`src/rtl/xlat_pkg.sv`:
```
package xlat_pkg;

  typedef enum logic [2:0] {
    ST_IDLE = 3'd0,
    ST_SEG  = 3'd1,
    ST_PAGE = 3'd2,
    ST_PFX  = 3'd3,
    ST_DONE = 3'd4
  } walk_st_e;

  typedef enum logic {
    FLT_SEG  = 1'b0,
    FLT_PAGE = 1'b1
  } flt_code_e;

  localparam int unsigned ENTRY_SHIFT = 2;  // 4-byte table entries
  localparam int unsigned INV_BIT     = 0;  // invalid flag position in an entry

endpackage

```
`src/rtl/xlat_entry_addr.sv`:
```
module xlat_entry_addr #(
  parameter int unsigned AW    = 32,
  parameter int unsigned IDX_W = 8
) (
  input  logic [AW-1:0]    origin_raw,
  input  logic [IDX_W-1:0] index,
  output logic [AW-1:0]    entry_addr
);
  import xlat_pkg::*;

  localparam int unsigned SH = ENTRY_SHIFT;

  logic [AW-1:0] base;
  logic [AW-1:0] scaled;

  always_comb begin
    base   = {origin_raw[AW-1:SH], {SH{1'b0}}};
    scaled = AW'(index) << SH;
    entry_addr = base + scaled;
  end

endmodule

```
`src/rtl/xlat_prefix.sv`:
```
module xlat_prefix #(
  parameter int unsigned FRM_W = 20
) (
  input  logic [FRM_W-1:0] real_frm,
  input  logic [FRM_W-1:0] pfx_frm,
  output logic [FRM_W-1:0] abs_frm
);

  logic is_zero;
  logic is_pfx;

  always_comb begin
    is_zero = (real_frm == '0);
    is_pfx  = (real_frm == pfx_frm);
    if (is_zero)     abs_frm = pfx_frm;
    else if (is_pfx) abs_frm = '0;
    else             abs_frm = real_frm;
  end

endmodule

```
`src/rtl/xlat_walker.sv`:
```
module xlat_walker #(
  parameter int unsigned VA_W  = 32,
  parameter int unsigned PA_W  = 32,
  parameter int unsigned OFF_W = 12,
  parameter int unsigned PIX_W = 8
) (
  input  logic                  clk,
  input  logic                  rst_n,
  input  logic                  req_valid,
  input  logic [VA_W-1:0]       req_vaddr,
  input  logic [PA_W-1:0]       req_desig,
  input  logic [PA_W-OFF_W-1:0] prefix_frame,
  output logic                  busy,
  output logic                  mem_req,
  output logic [PA_W-1:0]       mem_addr,
  input  logic                  mem_rvalid,
  input  logic [PA_W-1:0]       mem_rdata,
  output logic                  done,
  output logic                  fault,
  output logic                  fault_code,
  output logic [PA_W-1:0]       abs_addr
);
  import xlat_pkg::*;

  localparam int unsigned SIX_W = VA_W - OFF_W - PIX_W;
  localparam int unsigned FRM_W = PA_W - OFF_W;
  localparam int unsigned PIX_LO = OFF_W;
  localparam int unsigned SIX_LO = OFF_W + PIX_W;

  walk_st_e         st_q, st_d;
  logic [VA_W-1:0]  va_q;
  logic [PA_W-1:0]  dsg_q;
  logic [PA_W-1:0]  pto_q;
  logic [FRM_W-1:0] frm_q;
  logic [FRM_W-1:0] abs_q;
  logic             flt_q, flt_d;
  logic             code_q, code_d;

  logic cap_req, cap_pto, cap_frm, cap_abs, cap_flt;

  logic [SIX_W-1:0] seg_idx;
  logic [PIX_W-1:0] pg_idx;
  logic [PA_W-1:0]  seg_addr;
  logic [PA_W-1:0]  pg_addr;
  logic [FRM_W-1:0] abs_frm;
  logic             entry_bad;

  assign seg_idx   = va_q[VA_W-1:SIX_LO];
  assign pg_idx    = va_q[SIX_LO-1:PIX_LO];
  assign entry_bad = mem_rdata[INV_BIT];

  xlat_entry_addr #(.AW(PA_W), .IDX_W(SIX_W)) i_seg_addr (
    .origin_raw (dsg_q),
    .index      (seg_idx),
    .entry_addr (seg_addr)
  );

  xlat_entry_addr #(.AW(PA_W), .IDX_W(PIX_W)) i_pg_addr (
    .origin_raw (pto_q),
    .index      (pg_idx),
    .entry_addr (pg_addr)
  );

  xlat_prefix #(.FRM_W(FRM_W)) i_prefix (
    .real_frm (frm_q),
    .pfx_frm  (prefix_frame),
    .abs_frm  (abs_frm)
  );

  // next-state logic
  always_comb begin
    st_d    = st_q;
    cap_req = 1'b0;
    cap_pto = 1'b0;
    cap_frm = 1'b0;
    cap_abs = 1'b0;
    cap_flt = 1'b0;
    flt_d   = 1'b0;
    code_d  = code_q;
    case (st_q)
      ST_IDLE: begin
        if (req_valid) begin
          st_d    = ST_SEG;
          cap_req = 1'b1;
        end
      end
      ST_SEG: begin
        if (mem_rvalid) begin
          if (entry_bad) begin
            st_d    = ST_DONE;
            cap_flt = 1'b1;
            flt_d   = 1'b1;
            code_d  = FLT_SEG;
          end else begin
            st_d    = ST_PAGE;
            cap_pto = 1'b1;
          end
        end
      end
      ST_PAGE: begin
        if (mem_rvalid) begin
          if (entry_bad) begin
            st_d    = ST_DONE;
            cap_flt = 1'b1;
            flt_d   = 1'b1;
            code_d  = FLT_PAGE;
          end else begin
            st_d    = ST_PFX;
            cap_frm = 1'b1;
          end
        end
      end
      ST_PFX: begin
        st_d    = ST_DONE;
        cap_abs = 1'b1;
        cap_flt = 1'b1;
        flt_d   = 1'b0;
      end
      ST_DONE: st_d = ST_IDLE;
      default: st_d = ST_IDLE;
    endcase
  end

  // state and datapath registers
  always_ff @(posedge clk or negedge rst_n) begin
    if (!rst_n) begin
      st_q   <= ST_IDLE;
      va_q   <= '0;
      dsg_q  <= '0;
      pto_q  <= '0;
      frm_q  <= '0;
      abs_q  <= '0;
      flt_q  <= 1'b0;
      code_q <= 1'b0;
    end else begin
      st_q <= st_d;
      if (cap_req) begin
        va_q  <= req_vaddr;
        dsg_q <= req_desig;
      end
      if (cap_pto) pto_q <= mem_rdata;
      if (cap_frm) frm_q <= mem_rdata[PA_W-1:OFF_W];
      if (cap_abs) abs_q <= abs_frm;
      if (cap_flt) begin
        flt_q  <= flt_d;
        code_q <= code_d;
      end
    end
  end

  // outputs
  always_comb begin
    busy       = (st_q != ST_IDLE);
    mem_req    = (st_q == ST_SEG) || (st_q == ST_PAGE);
    mem_addr   = (st_q == ST_PAGE) ? pg_addr : seg_addr;
    done       = (st_q == ST_DONE);
    fault      = done && flt_q;
    fault_code = code_q;
    abs_addr   = (done && !flt_q) ? {abs_q, va_q[OFF_W-1:0]} : '0;
  end

  // checks
  a_r9_hold_req: assert property (@(posedge clk) disable iff (!rst_n)
    (mem_req && !mem_rvalid) |=> (mem_req && $stable(mem_addr)));

  a_r11_done_pulse: assert property (@(posedge clk) disable iff (!rst_n)
    done |=> !done);

  a_r11_idle_after: assert property (@(posedge clk) disable iff (!rst_n)
    done |=> !busy);

  a_r10_done_busy: assert property (@(posedge clk) disable iff (!rst_n)
    done |-> (busy && !mem_req));

  a_r10_start_by_req: assert property (@(posedge clk) disable iff (!rst_n)
    $rose(busy) |-> $past(req_valid));

  a_r7_fault_no_addr: assert property (@(posedge clk) disable iff (!rst_n)
    fault |-> (abs_addr == '0));

  a_r5_offset_kept: assert property (@(posedge clk) disable iff (!rst_n)
    (done && !fault) |-> (abs_addr[OFF_W-1:0] == va_q[OFF_W-1:0]));

endmodule

```
`config.mk`:
```
export PLATFORM = sky130hd
export DESIGN_NAME = xlat_walker
export DESIGN_NICKNAME = d
export VERILOG_FILES = /design/src/rtl/xlat_pkg.sv /design/src/rtl/xlat_entry_addr.sv /design/src/rtl/xlat_prefix.sv /design/src/rtl/xlat_walker.sv
export SDC_FILE = /design/constraint.sdc
export NUM_CORES = 1
export LEC_CHECK = 0
export ABC_AREA = 1
export BUFFER_PORTS_ARGS = -buffer_cell sky130_fd_sc_hd__buf_4
export CAP_MARGIN = 40
export CORE_UTILIZATION = 55
export CTS_BUF_LIST = sky130_fd_sc_hd__clkbuf_2
export CTS_CLUSTER_SIZE = 10
export DETAILED_ROUTE_END_ITERATION = 12
export PLACE_DENSITY = 0.8
export SYNTH_ARGS = -nofsm -noshare
export SYNTH_HDL_FRONTEND = slang
export SYNTH_SLANG_ARGS = --single-unit
```
`constraint.sdc`:
```
create_clock -name clk -period 2.94 [get_ports clk]
set_input_delay 0.588 -clock clk [delete_from_list [all_inputs] [get_ports clk]]
set_output_delay 0.588 -clock clk [all_outputs]
set_load 0.005 [all_outputs]
```
; ---- Word level (Yosys, flattened, before mapping)
; Cells that the tools add are included.
[op_classes]
n_eq_ne = 10
n_addsub = 2
shifts = 0
div_mod_pow = 0
n_bitwise = 0
mul = 0
n_lt_le_gt_ge = 0
mux = 26
reduce_logical = 11
[op_table]
columns = operator, count
row1 = 32-bit two-way mux, 2
row2 = 20-bit two-way mux, 2
row3 = 32-bit by 10-bit adder with 32-bit output, 1
row4 = 32-bit by 14-bit adder with 32-bit output, 1
row5 = 20-bit equality test, 1
row6 = 20-bit zero test, 1
row7 = 3-bit two-way mux, 5
row8 = 1-bit two-way mux, 14
row9 = 3-bit one-hot mux with 4 select lines, 1
row10 = "2-bit inequality test, second input constant", 5
row11 = "3-bit by 2-bit equality test with 1-bit output, second input constant", 2
row12 = 6-bit AND reduction, 1
row13 = 1-bit one-hot mux with 2 select lines, 2
row14 = "3-bit by 1-bit equality test with 1-bit output, second input constant", 1
row15 = "3-bit equality test, second input constant", 1
row16 = 3-bit zero test, 1
row17 = 3-bit AND reduction, 1
row18 = 3-bit nonzero test, 1
row19 = 1-bit logical AND, 2
row20 = 2-bit nonzero test, 1
row21 = 2-bit OR reduction, 1
row22 = 1-bit zero test, 1
row23 = 1-bit logical OR, 1
[totals]
n_memories = 0
latchBits = 0
ramBits = 0
regBits = 141
mem_bits_ro = 0
inputBits = 120
wordCells = 57

; ---- Logic depth before layout (Yosys ltp)
[depth]
depth_word = 4
mapped_depth = 13

; ---- By module
; Synthesis repeated with hierarchy kept, for this count alone.
[hier_totals]
hier_cells = 1503
hier_area_um2 = 9775.6
[modules_own_cells]
columns = mod, area_each_um2, cells_each, instances
row1 = xlat_walker, 5978.2, 733, 1
row2 = xlat_entry_addr at i_seg_addr, 1476.4, 307, 1
row3 = xlat_entry_addr at i_pg_addr, 1398.8, 293, 1
row4 = xlat_prefix, 922.1, 170, 1

; ---- Least setup slack after synthesis
; Ideal clock, no wire load.
[synth_timing]
kind = register -> output
from = register va_q[12]
to = output port mem_addr[30]
n_path_buf = 0
stages_incl_launch_ff = 14
slack_ns = 0.586
arrival_time_ns = 1.766
cell_sequence = dfrtp_1 > ha_1 > fa_1 > inv_1 > nor2_1 > nor2_1 > inv_1 > nand3_1 > nand2_2 > nand2_1 > nand2_1 > nand2_1 > nand2_1 > nand2_1
[synth_via]
elab_chain_cells = 2
[synth_rtl]
columns = element, line_no
row1 = "start, declared", xlat_walker.sv:31  ; logic [VA_W-1:0] va_q;
row2 = "start signal, assigned", xlat_walker.sv:138  ; va_q <= req_vaddr;
row3 = 32-bit by 10-bit adder with 32-bit output, xlat_entry_addr.sv:19  ; entry_addr = base + scaled;
row4 = 32-bit two-way mux, xlat_walker.sv:155  ; mem_addr = (st_q == ST_PAGE) ? pg_addr : seg_addr;
row5 = "end, declared", xlat_walker.sv:15  ; output logic [PA_W-1:0] mem_addr,
; No other way between the ends.

; ---- Worst setup path after layout
[layout_timing]
from = register va_q[26]
to = output port mem_addr[9]
[layout_via]
elab_chain_cells = 2
[layout_rtl]
columns = element, line_no
row1 = 32-bit by 14-bit adder with 32-bit output, xlat_entry_addr.sv:19
row2 = 32-bit two-way mux, xlat_walker.sv:155
; No other way between the ends.

==> flow_summary.toml <==
[timing]
hold_violations = 0
fmax_ghz = 0.2537
setup_viol = 29
fin_crit_ns = 3.942
slew_viol_final = 0
min_period_over_period_pct = 134.1
rsz0062_at_grt = "true"
relSlewSlack_pct = 49.66
tns_ns = -14.44
fin_skew_ns = 0.05706
worst_slack_ns = -1.002
tightest_slew_ns = 0.7551

[global_routing]
grt_pass1_wl_mm = 47.47
grt_max_degree = 74
grt_pass1_vias = 9420
track_usage_pct = 37.53
antenna_found_initial = 7
grt_overflow = 0

[yosys]
synth_most_common_cell = "nand2_1"
synthDistinctLibCells = 37
async_flop_share_pct = 100.0
synth-xor-area-share_pct = 1.763
synth_flop_cell = "dfrtp_1"
yosys-top-cells-area = "dfrtp_1 38%, nand2_1 15%, nor2_1 7.7%, inv_1 7.6%, nand3_1 5.0%"
syn_area_per_cell_sq_um = 6.986
yosys.area_share.simple_pct = 32.89
synthCells = 1280
synth_compound_area_share_pct = 7.710
netlist_area_sq_mm = 0.008942
synth_top_family_by_area = "simple AND/OR/NAND/NOR gates"
synth_top_area_share_pct = 38.34
synth-edff-count = 0
yosys_warnings = 0
ys_top_cells_by_count = "355 x nand2_1, 184 x nor2_1, 181 x inv_1, 137 x dfrtp_1, 89 x nand3_1"
synth_mux_area_share_pct = 5.919
ys_seq_area_share_pct = 38.34
ys_ff_latch = 137
yosysTopAreaCell = "dfrtp_1"
synth_fa_ha_area_share_pct = 3.246

[setup_path]
rrSetupSlack_ns = 1.03
cp.required_ns = 2.35
critPathMaxFanout = 4
setup.worst_path.start_class = "flip-flop"
path_class = "flip-flop to output port"
end_kind = "output port"
crit_arrival_ns = 3.35

[floorplanning]
die_x_um = 129.5
start_util_pct = 56.29
core-area_sq_mm = 0.01589
row_count = 46
io-pin-count = 189
dieArea_sq_mm = 0.01677
die_h_um = 129.5

[detailed_routing]
drt.antenna.violating_nets = 0
avgViaCountPerCell = 5.739
dr.first_iter.drc_count = 1158
vias = 10130
dr.pass1.iters = 8
finalWirelength_mm = 34.85
drt-wirelength-per-cell_um = 19.74
drc_errors = 0

[clock_tree]
clk_path_buf_depth = 2
h-tree-depth = 4
clk_latency_ns = 0.81
cts_sinks = 137
cts_tree = "yes"
cts.reportedPaths.clkPinSlew_ns = 0.25
cts_made_buffers = 17
root_buffer = "clkbuf_2"

[layout]
fin_area_sq_mm = 0.01258
syn_to_final_growth_pct = 40.69
nNetsFinal = 1672
final_layout_size_suffix_gt1_share_pct = 33.12

[flow_run]
cap_violations = 0

[pwr]
p_leak_nw = 6.543
ir_drop_mv = 0.7256
p_per_area_mw_per_mm2 = 1264
p_total_mw = 15.90

[placed_design]
hpwlAfterDp_mm = 19.06
portBuffers = 183
place_area_sq_mm = 0.01056
gp_congestion = 0.9276

[worst_hold_path]
worstHoldPathType = "input port to flip-flop"

[run_status]
status = "finished, violations left"
violations = "setup timing"
## cell families after synthesis
| logic type | after synthesis |
|---|---|
| compound gates | 135 |
| xor+xnor | 18 |
| simple gates | 692 |
| flops | 137 |
| mux | 47 |
| buf+inv | 228 |
| fa+ha+maj | 22 |
| other cells | 1 |
## cell usage in the layout, fill, tap and decap left out, drive strengths merged
master,synthesis,final
inv,191,193
ha,20,20
xor2,17,17
bufinv,0,5
mux2,47,47
o22ai,2,2
xnor2,1,1
clkinv,0,3
clkbuf,14,18
o21ai,67,67
fa,2,2
nand2,362,362
clkinvlp,0,4
nor3,16,16
dfrtp,137,137
a21boi,2,2
diode,0,6
conb,1,2
nand3b,10,10
a21oi,63,63
o211ai,1,1
buf,23,229
nand3,93,93
nand4,11,11
dlygate4sd3,0,38
and2,1,1
or2,4,4
nor2,195,195
## area by class of cell
type,instances,area (sq um)
multi-input combinational,916,5602
timing repair buffer,267,2222
clock inverter,14,217.7
clock buffer,18,90.09
antenna,6,15.01
fill,1098,3304
inverter,191,728.2
sequential,137,3436
tap,216,270.3
## sequential cells by signal, indices dropped and copies added (netlist names)
signal      cells
pto_q          30
st_q            3
flt_q           1
va_q           32
frm_q          20
dsg_q          30
fault_code      1
abs_q          20
## worst paths after layout
path                                       from                    end  depth (start not counted)
setup / recovery           va_q[26]$_DFFE_PN0P_            mem_addr[9]                         10
hold / removal                    req_desig[30]  dsg_q[30]$_DFFE_PN0P_                          2
setup reg to reg           frm_q[7]$_DFFE_PN0P_  abs_q[19]$_DFFE_PN0N_                          9
hold reg to reg             va_q[7]$_DFFE_PN0P_    va_q[7]$_DFFE_PN0P_                          2
max in group asynchronous                 rst_n    st_q[0]$_DFFE_PN0P_                          3
min in group asynchronous                 rst_n   va_q[23]$_DFFE_PN0P_                          2
## per-stage QoR
| stage | utilization (%) | setup WS, ns | hold WS (ns) | std cells |
|---|---|---|---|---|
| global route | 79.14 | -1.047 | 0.001043 | 1761 |
| floorplan | - | 0.5863 | 0.2924 | 1281 |
| global placement | 66.30 | 0.2656 | 0.4790 | 1656 |
| detailed placement | 66.47 | 0.1920 | 0.4875 | 1657 |
| CTS | 76.19 | -0.4109 | 0.0004159 | 1741 |
| finish | 79.20 | -1.002 | 0.02337 | 1765 |
## power by group
part           internal (mW)  switching [mW]  total (mW)
logic                   4.38            6.12        10.5
registers               2.79            1.15        3.94
clock network          0.653           0.806        1.46
## critical path: stages (launching register included)
cell	delay (ns)
dfrtp_1	0.61
ha_4	0.30
nand2_2	0.10
nand2_4	0.07
inv_2	0.08
buf_4	0.13
nand3_4	0.12
a21oi_1	0.62
o21ai_1	0.22
nand2_1	0.18
buf_4	0.13
## routing by layer
metal | GRT usage [%] | vias to the layer above | wire (um)
met5 | 3.235 | - | 129
met4 | 23.94 | 6 | 2678
met3 | 11.40 | 247 | 4442
met2 | 59.42 | 668 | 15250
met1 | 44.38 | 4707 | 12350
li1 | - | 4501 | -
## timing repair
| item | CTS | global route |
|---|---|---|
| hold buffers | 35 | 3 |
| endpoints found under the setup margin | 48 | 43 |
| hold endpoints to repair | 104 | 3 |
| resized for setup | 177 | 92 |
| pin swaps | 70 | 50 |
| buffers inserted | 17 | 15 |
No activity file was read; power rests on OpenSTA's default activity.
